**config.mk**
```make
export PLATFORM = sky130hd
export DESIGN_NAME = membw_monitor
export DESIGN_NICKNAME = d
export VERILOG_FILES = /design/src/rtl/membw_pkg.sv /design/src/rtl/membw_filter.sv /design/src/rtl/membw_counter.sv /design/src/rtl/membw_window.sv /design/src/rtl/membw_monitor.sv
export SDC_FILE = /design/constraint.sdc
export NUM_CORES = 2
export LEC_CHECK = 0
export ABC_AREA = 1
export CAP_MARGIN = 25
export CORE_MARGIN = 2
export CORE_UTILIZATION = 30
export DETAILED_ROUTE_END_ITERATION = 10
export DONT_BUFFER_PORTS = 1
export SETUP_SLACK_MARGIN = 0.05
export SLEW_MARGIN = 15
export SYNTH_ARGS = -nofsm -noshare
export SYNTH_HDL_FRONTEND = slang
export SYNTH_SLANG_ARGS = --single-unit
```
**constraint.sdc**
```tcl
create_clock -name clk -period 4.5 [get_ports clk]
set_clock_uncertainty 0.15 [all_clocks]
set_input_delay 0.45 -clock clk [delete_from_list [all_inputs] [get_ports clk]]
set_output_delay 0.45 -clock clk [all_outputs]
set_load 0.005 [all_outputs]
```
**src/rtl/membw_pkg.sv**
```systemverilog
package membw_pkg;

    localparam int NUM_CH = 4;

    localparam logic [3:0] IDX_CTRL  = 4'd0;
    localparam logic [3:0] IDX_REQ   = 4'd9;
    localparam logic [3:0] IDX_GNT   = 4'd10;
    localparam logic [3:0] IDX_CH0   = 4'd11;
    localparam logic [3:0] IDX_TIMER = 4'd15;

    localparam int BIT_EN    = 31;
    localparam int BIT_FLAG  = 30;
    localparam int BIT_TIMED = 20;

    typedef enum logic [1:0] {
        WS_OFF   = 2'd0,
        WS_FREE  = 2'd1,
        WS_TIMED = 2'd2
    } win_state_t;

endpackage

```
**src/rtl/membw_filter.sv**
```systemverilog
module membw_filter (
    input  logic [31:0] port_mask,
    input  logic [15:0] sub_mask,
    input  logic [4:0]  port_id,
    input  logic [3:0]  sub_id,
    output logic        hit
);
    // two-level match: the port bit selects, the device bit qualifies
    always_comb begin
        hit = port_mask[port_id] & sub_mask[sub_id];
    end
endmodule

```
**src/rtl/membw_counter.sv**
```systemverilog
module membw_counter #(
    parameter int W = 32
) (
    input  logic         clk,
    input  logic         rst_n,
    input  logic         inc,
    input  logic         clr,
    input  logic         close,
    output logic [W-1:0] live,
    output logic [W-1:0] held
);
    localparam logic [W-1:0] TOP = '1;

    logic [W-1:0] bumped;

    always_comb begin
        bumped = (inc && live != TOP) ? live + W'(1) : live;
    end

    always_ff @(posedge clk) begin
        if (!rst_n) begin
            live <= '0;
            held <= '0;
        end else if (clr) begin
            live <= '0;
            held <= '0;
        end else if (close) begin
            held <= bumped;
            live <= '0;
        end else begin
            live <= bumped;
        end
    end


    sat_hold_chk: assert property (@(posedge clk) disable iff (!rst_n)
        (live == TOP && !clr && !close) |=> (live == TOP));


    clr_zero_chk: assert property (@(posedge clk) disable iff (!rst_n)
        clr |=> (live == '0 && held == '0));
endmodule

```
**src/rtl/membw_window.sv**
```systemverilog
module membw_window
    import membw_pkg::*;
#(
    parameter int TW = 32
) (
    input  logic          clk,
    input  logic          rst_n,
    input  logic          mon_en,
    input  logic          timed,
    input  logic [TW-1:0] win_len,
    output win_state_t    state,
    output logic          close,
    output logic          counting
);
    win_state_t    nxt;
    logic [TW-1:0] elapsed;

    always_comb begin
        if (!mon_en)
            nxt = WS_OFF;
        else if (timed && win_len != '0)
            nxt = WS_TIMED;
        else
            nxt = WS_FREE;
    end

    always_ff @(posedge clk) begin
        if (!rst_n)
            state <= WS_OFF;
        else
            state <= nxt;
    end

    always_comb begin
        close    = 1'b0;
        counting = 1'b0;
        unique case (state)
            WS_OFF: begin
                close    = 1'b0;
                counting = 1'b0;
            end
            WS_FREE: begin
                close    = 1'b0;
                counting = 1'b1;
            end
            WS_TIMED: begin
                close    = (elapsed >= win_len - TW'(1));
                counting = 1'b1;
            end
            default: begin
                close    = 1'b0;
                counting = 1'b0;
            end
        endcase
    end

    always_ff @(posedge clk) begin
        if (!rst_n)
            elapsed <= '0;
        else if (state != WS_TIMED || close)
            elapsed <= '0;
        else
            elapsed <= elapsed + TW'(1);
    end


    close_timed_chk: assert property (@(posedge clk) disable iff (!rst_n)
        close |=> (elapsed == '0));
endmodule

```
**src/rtl/membw_monitor.sv**
```systemverilog
module membw_monitor
    import membw_pkg::*;
#(
    parameter int CNT_W = 32,
    parameter int TMR_W = 32
) (
    input  logic        clk,
    input  logic        rst_n,
    input  logic        reg_we,
    input  logic [3:0]  reg_addr,
    input  logic [31:0] reg_wdata,
    output logic [31:0] reg_rdata,
    input  logic        req_pulse,
    input  logic        gnt_pulse,
    input  logic [4:0]  gnt_port,
    input  logic [3:0]  gnt_sub,
    output logic        irq
);
    logic              ctrl_en, ctrl_flag, ctrl_timed;
    logic [NUM_CH-1:0] ctrl_chen;
    logic [TMR_W-1:0]  win_len;
    logic [31:0]       pmask [NUM_CH];
    logic [15:0]       smask [NUM_CH];
    logic [CNT_W-1:0]  ch_live [NUM_CH];
    logic [CNT_W-1:0]  ch_held [NUM_CH];
    logic [CNT_W-1:0]  req_live, req_held, gnt_live, gnt_held;
    logic [NUM_CH-1:0] ch_hit;
    win_state_t        win_state;
    logic              win_close, counting;
    logic              wr_ctrl, wr_zero;

    assign wr_ctrl = reg_we && reg_addr == IDX_CTRL;
    assign wr_zero = reg_we && reg_wdata == 32'd0;

    always_ff @(posedge clk) begin
        if (!rst_n) begin
            ctrl_en    <= 1'b0;
            ctrl_timed <= 1'b0;
            ctrl_chen  <= '0;
        end else if (wr_ctrl) begin
            ctrl_en    <= reg_wdata[BIT_EN];
            ctrl_timed <= reg_wdata[BIT_TIMED];
            ctrl_chen  <= reg_wdata[NUM_CH-1:0];
        end
    end

    // closing a window outranks a software clear
    always_ff @(posedge clk) begin
        if (!rst_n)
            ctrl_flag <= 1'b0;
        else if (win_close)
            ctrl_flag <= 1'b1;
        else if (wr_ctrl && reg_wdata[BIT_FLAG])
            ctrl_flag <= 1'b0;
    end

    always_ff @(posedge clk) begin
        if (!rst_n)
            win_len <= '0;
        else if (reg_we && reg_addr == IDX_TIMER)
            win_len <= reg_wdata[TMR_W-1:0];
    end

    membw_window #(.TW(TMR_W)) u_win (
        .clk      (clk),
        .rst_n    (rst_n),
        .mon_en   (ctrl_en),
        .timed    (ctrl_timed),
        .win_len  (win_len),
        .state    (win_state),
        .close    (win_close),
        .counting (counting)
    );

    membw_counter #(.W(CNT_W)) u_req (
        .clk   (clk),
        .rst_n (rst_n),
        .inc   (req_pulse && counting),
        .clr   (wr_zero && reg_addr == IDX_REQ),
        .close (win_close),
        .live  (req_live),
        .held  (req_held)
    );

    membw_counter #(.W(CNT_W)) u_gnt (
        .clk   (clk),
        .rst_n (rst_n),
        .inc   (gnt_pulse && counting),
        .clr   (wr_zero && reg_addr == IDX_GNT),
        .close (win_close),
        .live  (gnt_live),
        .held  (gnt_held)
    );

    for (genvar c = 0; c < NUM_CH; c++) begin : g_ch
        localparam logic [3:0] PM_IDX = 4'(2 * c + 1);
        localparam logic [3:0] SM_IDX = 4'(2 * c + 2);
        localparam logic [3:0] CT_IDX = IDX_CH0 + 4'(c);

        always_ff @(posedge clk) begin
            if (!rst_n) begin
                pmask[c] <= '0;
                smask[c] <= '0;
            end else if (reg_we && reg_addr == PM_IDX) begin
                pmask[c] <= reg_wdata;
            end else if (reg_we && reg_addr == SM_IDX) begin
                smask[c] <= reg_wdata[15:0];
            end
        end

        membw_filter u_flt (
            .port_mask (pmask[c]),
            .sub_mask  (smask[c]),
            .port_id   (gnt_port),
            .sub_id    (gnt_sub),
            .hit       (ch_hit[c])
        );

        membw_counter #(.W(CNT_W)) u_cnt (
            .clk   (clk),
            .rst_n (rst_n),
            .inc   (gnt_pulse && counting && ctrl_chen[c] && ch_hit[c]),
            .clr   (wr_zero && reg_addr == CT_IDX),
            .close (win_close),
            .live  (ch_live[c]),
            .held  (ch_held[c])
        );
    end

    always_comb begin
        reg_rdata = 32'd0;
        if (reg_addr == IDX_CTRL) begin
            reg_rdata[BIT_EN]       = ctrl_en;
            reg_rdata[BIT_FLAG]     = ctrl_flag;
            reg_rdata[BIT_TIMED]    = ctrl_timed;
            reg_rdata[NUM_CH-1:0]   = ctrl_chen;
        end else if (reg_addr < IDX_REQ) begin
            if (reg_addr[0])
                reg_rdata = pmask[2'((reg_addr - 4'd1) >> 1)];
            else
                reg_rdata = {16'd0, smask[2'((reg_addr - 4'd1) >> 1)]};
        end else if (reg_addr == IDX_REQ) begin
            reg_rdata = 32'(ctrl_timed ? req_held : req_live);
        end else if (reg_addr == IDX_GNT) begin
            reg_rdata = 32'(ctrl_timed ? gnt_held : gnt_live);
        end else if (reg_addr == IDX_TIMER) begin
            reg_rdata = 32'(win_len);
        end else begin
            reg_rdata = 32'(ctrl_timed ? ch_held[2'(reg_addr - IDX_CH0)]
                                       : ch_live[2'(reg_addr - IDX_CH0)]);
        end
    end

    assign irq = ctrl_flag;


    idle_hold_chk: assert property (@(posedge clk) disable iff (!rst_n)
        (win_state == WS_OFF && !reg_we) |=> $stable(gnt_live));


    flag_clear_chk: assert property (@(posedge clk) disable iff (!rst_n)
        (wr_ctrl && reg_wdata[BIT_FLAG] && !win_close) |=> !irq);


    flag_set_chk: assert property (@(posedge clk) disable iff (!rst_n)
        win_close |=> irq);


    rise_src_chk: assert property (@(posedge clk) disable iff (!rst_n)
        $rose(irq) |-> $past(win_close));


    off_follow_chk: assert property (@(posedge clk) disable iff (!rst_n)
        (wr_ctrl && !reg_wdata[BIT_EN]) |=> ##1 (win_state == WS_OFF));
endmodule

```
==> flow_summary.toml <==
[placement]
dp_hpwl_um = 112000
placed_cells = 7532
place_congestion = 0.960
port_buffers = 0

[synthesis]
synthCells = 6006
synth_ff_type = "dfxtp_1"
synth_top_area_cell = "dfxtp_1"
synth.distinct_cells = 46
syn_avg_cell_area_um2 = 6.52
synth_edf_count = 192
syn-num-nets = 6102
synthArstFlopShare_pct = 0
yosysWarnings = 0
syn_area_um2 = 39200
synth_seq_cells = 649
synth.yosys.seq_area_share_pct = 38.1
synth_top_area_share_pct = 23.3
synthTopCellsByArea = "dfxtp_1 (23%), nand2_1 (17%), edfxtp_1 (15%)"

[detailed_routing]
first_pass_iters = 6
drt-initial-drc-count = 4621
post_drt_wl_per_cell_um = 20.2
routed_via_density = 5.25
drc_errors = 0
wl_um = 155000
vias = 40501
antenna_left = 0

[timing]
fin_crit_ps = 4260
hold_violations = 0
setup_violations = 0
fin_tns_setup_ps = 0
rsz0062_at_grt = "no"
worstMarginPinSlew_ps = 956
finalMaxSlewViolations = 0
period_share_pct = 94.6
slew_headroom_pct = 36.0
clock.fmax_ghz = 0.235

[worst_setup_path]
crit_chain = "inv_2 -> buf_4 -> or2_2 -> o211ai_1 -> nand3_1 -> a21oi_1 -> nor2_1 -> buf_4"
critPathLaunchType = "flop"
crit_fanout = 47
cp-end-kind = "primary output"
required_ps = 3900
crit_path_frequent_cell = "buf_4"
crit_arrival_ps = 3660
cp_slowest_stage_delay_ps = 720
worstSetupPathType = "reg -> out"
critPathSlowestCell = "nor2_1"

[grt]
grt.overflow.total = 0
grt.total_usage_pct = 22.7
grt_antenna_before_repair = 6
grt_pass1_vias = 37088
grt_pass1_wl_um = 231000
grt_max_degree = 166

[floorplanning]
die_area_um2 = 134000
die_x_um = 365
initial_utilization_pct = 30.3
die_y_um = 365
rows = 132
num_io_pins = 83
coreArea_um2 = 129000

[status]
status = "finished, final reports clean"

[clocking]
htreeDepth = 3
path_clk_slew_ps = 60
cts-buffers-inserted = 77
clk_path_buf_depth = 3
clk_latency_ps = 710
cts_sinks = 649
cts_root_buf = "clkbuf_16"
cts_tree = "done"

[pwr]
irDropWorstVdd_v = 0.000292
leakage_nw = 18.2
p_per_area_nw_per_um2 = 334
finalPower_mw = 14.8

[finish]
num-nets-final = 6004
num-fill-cells = 14251
final_util_pct = 34.2
drive_gt1_share_pct = 5.30
fin_cells = 7712
syn2layout_area_growth_pct = 13.0

[min_path]
hold_class = "in -> reg"

[flow_run]
cap_violations = 0
worst max-delay path, delay by kind of cell (launching register included):
family                 cells  cell delay [ps]
DFF                        1              530
and+or+nand+nor            3             1090
AOI/OAI and AO/OA          2              290
buffers and inverters      3              980
synthesized netlist by cell type, types with 3 or more instances:
master / n
nand2_1: 1726
nor2_1: 848
inv_1: 501
dfxtp_1: 457
nand3_1: 446
o21ai_0: 419
a21oi_1: 400
clkbuf_1: 192
edfxtp_1: 192
nand4_1: 183
xor2_1: 130
buf_2: 90
nor3_1: 84
ha_1: 46
o22ai_1: 37
buf_1: 29
o211ai_1: 29
xnor2_1: 28
nand3b_1: 24
buf_4: 18
clkinv_1: 15
o21ai_1: 15
or2_2: 13
inv_2: 11
nor4_1: 11
buf_6: 8
and3_1: 7
nor2_2: 7
nand2_2: 6
nor3b_1: 6
a31oi_1: 4
a22oi_1: 3
o21a_1: 3
sequential cells by signal, summed over array words and instances, names as in the netlist, 2 cells and up:
signal,flops
ctrl_chen,4
g_ch.u_cnt.held,128
g_ch.u_cnt.live,128
pmask,128
smask,64
u_gnt.held,32
u_gnt.live,32
u_req.held,32
u_req.live,32
u_win.elapsed,32
u_win.state,2
win_len,32
power breakdown:
| part | switching (mW) | internal [mW] | leakage (nW) |
|---|---|---|---|
| combinational | 1.19 | 0.433 | 11.3 |
| sequential | 0.0576 | 6.13 | 5.52 |
| clock | 2.80 | 4.17 | 1.35 |
path summary, 6_finish.rpt:
path                                       startpoint                             endpoint  slack [ps]  depth (start not counted)
setup reg to reg              win_len[2]$_SDFFE_PN0P_  g_ch[2].u_cnt.held[14]$_SDFFE_PP0P_         390                         23
hold reg to reg   g_ch[0].u_cnt.held[10]$_SDFFE_PP0P_  g_ch[0].u_cnt.held[10]$_SDFFE_PP0P_         320                          2
setup / recovery              ctrl_timed$_SDFFE_PN0P_                         reg_rdata[6]         240                          8
hold / removal                           reg_wdata[6]              win_len[6]$_SDFFE_PN0P_          20                          3
kinds of logic (layout without fill, tap and decap cells):
family,count (synthesis),count (layout),share of synthesized area [%]
and+or+nand+nor,3371,3372,35.9
buffers and inverters,864,824,8.89
xor gates and xnor gates,158,158,3.53
adders and majority gates,46,46,1.47
AOI/OAI and AO/OA,918,918,12.1
other,0,3,0
DFF,649,649,38.1
placed cells by master, fill, tap and decap left out, types with 8 or more instances in the layout:
cell type	Yosys	layout
a21oi_1	400	400
buf_12	0	13
buf_4	18	105
bufinv_16	0	12
clkbuf_1	192	12
clkbuf_16	0	80
clkbuf_8	0	17
clkinv_1	15	17
dfxtp_1	457	456
dlygate4sd3_1	0	34
edfxtp_1	192	192
ha_1	46	45
inv_1	501	499
inv_2	11	11
nand2_1	1726	1725
nand3_1	446	445
nand3b_1	24	24
nand4_1	183	183
nor2_1	848	838
nor2_2	7	11
nor2_4	2	8
nor3_1	84	82
nor4_1	11	11
o211ai_1	29	29
o21ai_0	419	413
o21ai_1	15	19
o22ai_1	37	37
or2_2	13	13
xnor2_1	28	27
xor2_1	130	130
per-layer routing:
| metal | vias to the layer above | track usage, % | wire length (um) | share of wire, % |
|---|---|---|---|---|
| met3 | 275 | 4.16 | 13300 | 8.5 |
| li1 | 19393 | - | - | - |
| met5 | - | 0 | 13 | 0.0084 |
| met4 | 2 | 8.57 | 6270 | 4.0 |
| met2 | 1646 | 35.2 | 68500 | 44 |
| met1 | 19185 | 31.2 | 67300 | 43 |
final cells by class:
class	instances	area (um2)	share of cell area (%)
Multi-Input combinational cell	4494	20900	47.3
Clock inverter	31	546	1.23
Clock buffer	107	2230	5.04
Timing Repair Buffer	159	1500	3.38
Sequential cell	649	14900	33.7
Tap cell	1742	2180	4.92
Antenna cell	3	7.51	0.0169
Inverter	527	1980	4.48
metrics by stage:
| step | hold slack [ps] | cell area, um2 | worst slack, ps |
|---|---|---|---|
| detailed placement | 305 | 41000 | 112 |
| global placement | 296 | 41000 | 222 |
| global route | 32.1 | 44300 | 34.9 |
| finish | 21.0 | 44300 | 244 |
| floorplan | 280 | 39200 | 791 |
| CTS | 1.15 | 44100 | 57.2 |
what timing repair did:
action | 4_1_cts | 5_1_grt
setup endpoints to repair | 0 | 398
hold buffers | 35 | 0
endpoints found under the hold margin | 103 | 0
setup buffers | 0 | 1
gates resized for setup | 0 | 23
Power figures use the tool's default switching activity.
